### src/rtl/mpser_pkg.sv
package mpser_pkg;
  typedef enum logic [1:0] {PH_IDLE, PH_START, PH_DATA, PH_STOP} phase_e;
  localparam int C_RXDONE = 0;
  localparam int C_TXDONE = 1;
  localparam int C_RX9    = 2;
  localparam int C_TX9    = 3;
  localparam int C_RXEN   = 4;
  localparam int C_FILT   = 5;
  localparam int C_MODE9  = 7;
endpackage

### src/rtl/mpser_tx.sv
module mpser_tx
  import mpser_pkg::*;
#(
  parameter int OVS = 16,
  parameter int DW  = 8
) (
  input  logic          clk,
  input  logic          rst_n,
  input  logic          tick,
  input  logic          load,
  input  logic          nine,
  input  logic [DW-1:0] din,
  input  logic          bit9,
  output logic          txd,
  output logic          stop_pulse
);
  localparam int CW = $clog2(OVS);
  localparam int IW = $clog2(DW + 1);

  phase_e        ph_q, ph_n;
  logic [CW-1:0] cnt_q, cnt_n;
  logic [IW-1:0] idx_q, idx_n;
  logic [DW:0]   sr_q, sr_n;
  logic          nine_q, nine_n;
  logic          bit_end, last_bit;

  assign bit_end  = tick && (cnt_q == CW'(OVS - 1));
  assign last_bit = nine_q ? (idx_q == IW'(DW)) : (idx_q == IW'(DW - 1));
  assign stop_pulse = (ph_q == PH_DATA) && bit_end && last_bit;

  always_comb begin
    ph_n = ph_q; cnt_n = cnt_q; idx_n = idx_q; sr_n = sr_q; nine_n = nine_q;
    if (load) begin
      ph_n = PH_START; cnt_n = '0; idx_n = '0; sr_n = {bit9, din}; nine_n = nine;
    end else if (tick && ph_q != PH_IDLE) begin
      if (bit_end) begin
        cnt_n = '0;
        case (ph_q)
          PH_START: ph_n = PH_DATA;
          PH_DATA: begin
            sr_n = sr_q >> 1;
            if (last_bit) ph_n = PH_STOP;
            else          idx_n = idx_q + 1'b1;
          end
          default: ph_n = PH_IDLE;
        endcase
      end else begin
        cnt_n = cnt_q + 1'b1;
      end
    end
  end

  always_ff @(posedge clk or negedge rst_n) begin
    if (!rst_n) begin
      ph_q <= PH_IDLE; cnt_q <= '0; idx_q <= '0; sr_q <= '0; nine_q <= 1'b0;
    end else begin
      ph_q <= ph_n; cnt_q <= cnt_n; idx_q <= idx_n; sr_q <= sr_n; nine_q <= nine_n;
    end
  end

  always_comb begin
    case (ph_q)
      PH_START: txd = 1'b0;
      PH_DATA:  txd = sr_q[0];
      default:  txd = 1'b1;
    endcase
  end

  assert_load_start_R3: assert property (@(posedge clk) disable iff (!rst_n)
    load |=> !txd);
  assert_stop_high_R4: assert property (@(posedge clk) disable iff (!rst_n)
    (stop_pulse && !load) |=> txd);
endmodule

### src/rtl/mpser_rx.sv
module mpser_rx
  import mpser_pkg::*;
#(
  parameter int OVS = 16,
  parameter int DW  = 8
) (
  input  logic          clk,
  input  logic          rst_n,
  input  logic          tick,
  input  logic          en,
  input  logic          nine,
  input  logic          rxd_raw,
  output logic          valid,
  output logic [DW-1:0] data,
  output logic          bit9
);
  localparam int CW = $clog2(OVS);
  localparam int IW = $clog2(DW + 1);

  logic          s1_q, s2_q;
  phase_e        ph_q, ph_n;
  logic [CW-1:0] cnt_q, cnt_n;
  logic [IW-1:0] idx_q, idx_n;
  logic [DW:0]   sr_q, sr_n;
  logic          nine_q, nine_n;
  logic          bit_end, mid_start, last_bit;

  assign bit_end   = tick && (cnt_q == CW'(OVS - 1));
  assign mid_start = tick && (cnt_q == CW'(OVS / 2 - 1));
  assign last_bit  = nine_q ? (idx_q == IW'(DW)) : (idx_q == IW'(DW - 1));

  always_comb begin
    ph_n = ph_q; cnt_n = cnt_q; idx_n = idx_q; sr_n = sr_q; nine_n = nine_q;
    case (ph_q)
      PH_IDLE:
        if (tick && en && !s2_q) begin
          ph_n = PH_START; cnt_n = '0; nine_n = nine;
        end
      PH_START:
        if (mid_start) begin
          cnt_n = '0; idx_n = '0;
          ph_n  = s2_q ? PH_IDLE : PH_DATA;
        end else if (tick) begin
          cnt_n = cnt_q + 1'b1;
        end
      PH_DATA:
        if (bit_end) begin
          cnt_n = '0;
          sr_n  = {s2_q, sr_q[DW:1]};
          if (last_bit) ph_n = PH_STOP;
          else          idx_n = idx_q + 1'b1;
        end else if (tick) begin
          cnt_n = cnt_q + 1'b1;
        end
      default:
        if (bit_end) begin
          cnt_n = '0; ph_n = PH_IDLE;
        end else if (tick) begin
          cnt_n = cnt_q + 1'b1;
        end
    endcase
  end

  always_ff @(posedge clk or negedge rst_n) begin
    if (!rst_n) begin
      s1_q <= 1'b1; s2_q <= 1'b1;
      ph_q <= PH_IDLE; cnt_q <= '0; idx_q <= '0; sr_q <= '0; nine_q <= 1'b0;
    end else begin
      s1_q <= rxd_raw; s2_q <= s1_q;
      ph_q <= ph_n; cnt_q <= cnt_n; idx_q <= idx_n; sr_q <= sr_n; nine_q <= nine_n;
    end
  end

  assign valid = (ph_q == PH_STOP) && bit_end;
  assign data  = nine_q ? sr_q[DW-1:0] : sr_q[DW:1];
  assign bit9  = nine_q ? sr_q[DW] : s2_q;

  assert_false_start_R9: assert property (@(posedge clk) disable iff (!rst_n)
    (ph_q == PH_START && mid_start && s2_q) |=> (ph_q == PH_IDLE));
  assert_disabled_idle_R10: assert property (@(posedge clk) disable iff (!rst_n)
    (ph_q == PH_IDLE && !en) |=> (ph_q == PH_IDLE));
endmodule

### src/rtl/ninebit_mp_uart.sv
module ninebit_mp_uart
  import mpser_pkg::*;
#(
  parameter int OVS    = 16,
  parameter int DATA_W = 8
) (
  input  logic              clk,
  input  logic              rst_n,
  input  logic              baud_tick,
  input  logic              bus_wr,
  input  logic              bus_addr,
  input  logic [DATA_W-1:0] bus_wdata,
  output logic [DATA_W-1:0] bus_rdata,
  output logic              txd,
  input  logic              rxd,
  output logic              irq
);
  logic [1:0]        mode_q, mode_n;
  logic              filt_q, filt_n, rxen_q, rxen_n, tx9_q, tx9_n;
  logic              rx9_q, rx9_n, txdone_q, txdone_n, rxdone_q, rxdone_n;
  logic [DATA_W-1:0] rxbuf_q, rxbuf_n;
  logic              ctrl_wr, buf_wr, tx_stop, rx_valid, rx_bit9, accept;
  logic [DATA_W-1:0] rx_data;

  assign ctrl_wr = bus_wr && !bus_addr;
  assign buf_wr  = bus_wr && bus_addr;

  mpser_tx #(.OVS(OVS), .DW(DATA_W)) u_tx (
    .clk(clk), .rst_n(rst_n), .tick(baud_tick), .load(buf_wr),
    .nine(mode_q[1]), .din(bus_wdata), .bit9(tx9_q),
    .txd(txd), .stop_pulse(tx_stop));

  mpser_rx #(.OVS(OVS), .DW(DATA_W)) u_rx (
    .clk(clk), .rst_n(rst_n), .tick(baud_tick), .en(rxen_q),
    .nine(mode_q[1]), .rxd_raw(rxd),
    .valid(rx_valid), .data(rx_data), .bit9(rx_bit9));

  assign accept = rx_valid && (!filt_q || rx_bit9);

  always_comb begin
    mode_n = mode_q; filt_n = filt_q; rxen_n = rxen_q; tx9_n = tx9_q;
    rx9_n = rx9_q; txdone_n = txdone_q; rxdone_n = rxdone_q; rxbuf_n = rxbuf_q;
    if (ctrl_wr) begin
      mode_n   = bus_wdata[C_MODE9:C_MODE9-1];
      filt_n   = bus_wdata[C_FILT];
      rxen_n   = bus_wdata[C_RXEN];
      tx9_n    = bus_wdata[C_TX9];
      txdone_n = bus_wdata[C_TXDONE];
      rxdone_n = bus_wdata[C_RXDONE];
    end
    if (tx_stop) txdone_n = 1'b1;
    if (accept) begin
      rxdone_n = 1'b1; rxbuf_n = rx_data; rx9_n = rx_bit9;
    end
  end

  always_ff @(posedge clk or negedge rst_n) begin
    if (!rst_n) begin
      mode_q <= '0; filt_q <= 1'b0; rxen_q <= 1'b0; tx9_q <= 1'b0;
      rx9_q <= 1'b0; txdone_q <= 1'b0; rxdone_q <= 1'b0; rxbuf_q <= '0;
    end else begin
      mode_q <= mode_n; filt_q <= filt_n; rxen_q <= rxen_n; tx9_q <= tx9_n;
      rx9_q <= rx9_n; txdone_q <= txdone_n; rxdone_q <= rxdone_n; rxbuf_q <= rxbuf_n;
    end
  end

  always_comb begin
    bus_rdata = '0;
    if (bus_addr) begin
      bus_rdata = rxbuf_q;
    end else begin
      bus_rdata[C_MODE9:C_MODE9-1] = mode_q;
      bus_rdata[C_FILT]   = filt_q;
      bus_rdata[C_RXEN]   = rxen_q;
      bus_rdata[C_TX9]    = tx9_q;
      bus_rdata[C_RX9]    = rx9_q;
      bus_rdata[C_TXDONE] = txdone_q;
      bus_rdata[C_RXDONE] = rxdone_q;
    end
  end

  assign irq = txdone_q | rxdone_q;

  assert_txdone_set_R4: assert property (@(posedge clk) disable iff (!rst_n)
    tx_stop |=> txdone_q);
  // R8 shares this check: in eight-bit mode rx_bit9 is the sampled stop bit
  assert_reject_hold_R7: assert property (@(posedge clk) disable iff (!rst_n)
    (rx_valid && filt_q && !rx_bit9) |=> ($stable(rxbuf_q) && $stable(rx9_q)));
  assert_filter_nine_R7: assert property (@(posedge clk) disable iff (!rst_n)
    ($rose(rxdone_q) && !$past(ctrl_wr) && $past(filt_q) && $past(mode_q[1])) |-> rx9_q);
endmodule

### config.mk
export PLATFORM = sky130hd
export DESIGN_NAME = ninebit_mp_uart
export DESIGN_NICKNAME = d
export VERILOG_FILES = /design/src/rtl/mpser_pkg.sv /design/src/rtl/mpser_tx.sv /design/src/rtl/mpser_rx.sv /design/src/rtl/ninebit_mp_uart.sv
export SDC_FILE = /design/constraint.sdc
export NUM_CORES = 1
export LEC_CHECK = 0
export ABC_AREA = 1
export BUFFER_PORTS_ARGS = -buffer_cell sky130_fd_sc_hd__buf_2
export CORE_MARGIN = 4
export CORE_UTILIZATION = 50
export CTS_CLUSTER_DIAMETER = 40
export CTS_CLUSTER_SIZE = 14
export DETAILED_ROUTE_END_ITERATION = 16
export PLACE_DENSITY = 0.71
export SYNTH_ARGS = -nofsm -noshare
export SYNTH_HDL_FRONTEND = slang
export SYNTH_HIERARCHICAL = 1
export SYNTH_SLANG_ARGS = --single-unit
export TNS_END_PERCENT = 1
### constraint.sdc
create_clock -name clk -period 1.9 [get_ports clk]
set_input_delay 0.19 -clock clk [delete_from_list [all_inputs] [get_ports clk]]
set_output_delay 0.19 -clock clk [all_outputs]
set_load 0.05 [all_outputs]
==> reports/summary.txt <==
Cell Rows - 28
CP arrival - 1910 ps
Synthesized area - 3190 sq um
Max Root-Sink Buffers - 2
Routed Antenna Nets - 0
Tcrit/Tclk final - 0.865
Setup TNS - 0 ps
Crit-path max cell delay - 370 ps
Met1 usage - 0.224
Met2 Usage GRT - 0.311
Share of the yosys chip area belonging to registers - 0.456
Worst Setup End Kind - flip-flop
Layout Skew - 8.77 ps
Grt total ovfl - 0
CP bufs+invs - 3
Tightest Pin Transition - 521 ps
GRT Resource Usage Total - 0.185
DRC viols - 0
PD cells - 1090 nW/um^2
Clock-pin slew on the worst setup and hold paths - 70 ps
Clk_lat worst skew - 340 ps
Clk sinks - 58
RD Place Congestion - 0.796
Core Footprint - 6060 sq um
RSZ-0062 raised after global routing - false
Mapped Nets - 429
Fin worst setup slack - 257 ps
Drt total wl - 6.39 mm
Number of library cell types mapped by synthesis - 32
Met3 usage - 0.0508
# port buffers - 23
CTS tree - yes
Setup CP Type - reg -> reg
Simple-Gate Fraction of Synth Area - 0.332
Reg2reg start - u_tx/ph_q[0]
Synth Area in Adders - 0.0275
Final Hold Fails - 0
Register-to-Register Path Depth - 10
Outcome - finished, final reports clean
Fraction of layout cells with a size suffix above 1 - 0.184
Post-synthesis xor/xnor area fraction - 0.0110
Initial Util - 0.526
Lkg Pwr - 1.83 nW
Die Y - 87.8 um
Vias in the first global route - 2648
Clock H-tree levels - 3
CP cell instances - inv_1 > ha_1 > inv_1 > nand2_1 > nand2_2 > nand2_2 > nor2_4 > buf_4 > nand2_1 > o21ai_1
Top FF cell, synth - dfrtp_1
Post-synthesis async set-or-reset flop share - 1.00
Diode count - 0
Worst hold endpoint - mode_q[1]
Setup WS pre-CTS - 293 ps
Post-synthesis compound-gate area fraction - 0.0915
Yosys reg bits - 58
Layout Utilization - 0.583
Hold Crit Class - in -> reg
Startpoint Class - flip-flop
Vias - 2642
Slew Limit Fails - 0
R2R setup slack - 260 ps
Post-synthesis mux area share - 0
Post-CTS setup buffer count - 0
Io pins - 24
First-pass GRT wire length - 11.2 mm
Commonest non-fill, non-tap cell in the layout - nand2_1
Worst EP required - 2160 ps
Yosys warnings - 6
Max-cap viol count - 0
DR WL/cell - 12.4 um
DR iter-0 viols - 88
Layout Cells excl Fill - 515
Largest net degree at the start of global routing - 59
Syn Area/Cell - 7.81 sq um
Worst Path Max Fanout - 18
Num CTS Buffers - 9
Main combinational cell family by area after synthesis - simple AND/OR/NAND/NOR gates
Top delay family on crit path - simple AND/OR/NAND/NOR gates
Synth-to-Final Area Change - 10.9%
Die area - 7710 sq um
Slew HR - 0.653
Cells after DPL - 497
Initial antenna violation count - 0
Hold Path Stages - 3
Most frequent cells in the layout - nand2_1 (140), dfrtp_1 (56), inv_1 (40)
Overall power - 3.87 mW
Final min period - 1640 ps
Cell count after synthesis - 408
Post-synth EDFFs - 0
Nets - 456
FF-to-FF End - u_tx/sr_q[6]
Detailed placement HPWL - 4.46 mm
Top Usage Layer GRT - met2
Peak supply drop - 0.694 mV
Worst path slowest cell - dfrtp_1
# setup viols final - 0
Clk root buf - clkbuf_8
Hold_sp - bus_wdata[7]
Post-DR vias/cell - 5.13
Fmax - 609 MHz
Die width - 87.8 um
Pre-antenna DRT Iters - 4
## state kept, by name, summed over array words and instances, names as in the netlist, 4 cells and up
signal / flops
u_tx/cnt_q: 4
rxbuf_q: 8
u_rx/idx_q: 4
u_rx/cnt_q: 4
u_tx/sr_q: 9
u_tx/idx_q: 4
u_rx/sr_q: 9
## area by class of cell
type                    instances  area (sq um)
fillers                       562          2530
multi-input cells             294          1470
flip-flops and latches         58          1450
repair buffers                 29           178
inverters                      43           164
clock buffers                  13           159
well taps                      75          93.8
clock inverters                 3          15.0
## power breakdown
part / total [mW] / switching, mW / internal (mW)
Sequential: 1.73 / 0.215 / 1.51
Clock: 1.02 / 0.480 / 0.538
Combinational: 1.12 / 0.722 / 0.396
## worst max path at each step
stage / startpoint / endpoint / cells after the start
global placement: u_tx/ph_q[0] / u_tx/idx_q[1] / 10
detailed placement: u_tx/ph_q[0] / u_tx/sr_q[6] / 10
finish: u_tx/ph_q[0] / u_tx/sr_q[6] / 10
global route: u_tx/ph_q[0] / u_tx/sr_q[2] / 10
CTS: u_tx/ph_q[0] / txd / 5
floorplan: txdone_q / bus_rdata[1] / 2
## cell usage after synthesis (7+ instances only)
library cell	instances	area (sq um)
dfrtp_1	56	1400
o21ai_0	25	125
inv_1	40	150
nand3_1	35	175
nor2_1	22	82.6
o21ai_1	8	40.0
ha_1	7	87.6
nand2_1	140	526
o21ai_2	10	87.6
nand2_2	13	81.3
## per-layer routing
| layer | vias up | routed length (um) |
|---|---|---|
| met4 | 0 | 108 |
| li1 | 1349 | - |
| met2 | 41 | 3020 |
| met5 | - | 0 |
| met3 | 12 | 264 |
| met1 | 1240 | 2990 |
## logic make-up (layout without fill, tap and decap cells)
group	count (synthesis)	in the layout
AO/OA/AOI/OAI	50	50
XOR/XNOR	4	4
adder cells (fa/ha/maj)	7	7
buffers and inverters	56	88
flip-flops	58	58
AND/OR/NAND/NOR	233	233
## worst min-delay path, delay by kind of cell
family                 cells  cell delay (ps)
buffers and inverters      1              100
and+or+nand+nor            2              140
## through the flow
step | hold WS, ps | area [sq um]
CTS | 102 | 3530
global placement | 218 | 3340
detailed placement | 215 | 3340
floorplan | -106 | 3190
global route | 120 | 3530
finish | 118 | 3530
## repair_timing
action | CTS | global route
hold endpoints to repair | 57 | 0
setup endpoints to repair | 0 | 0
hold buffers | 2 | 0
gates resized for setup | 0 | 0
(Power assumes the default switching activity.)
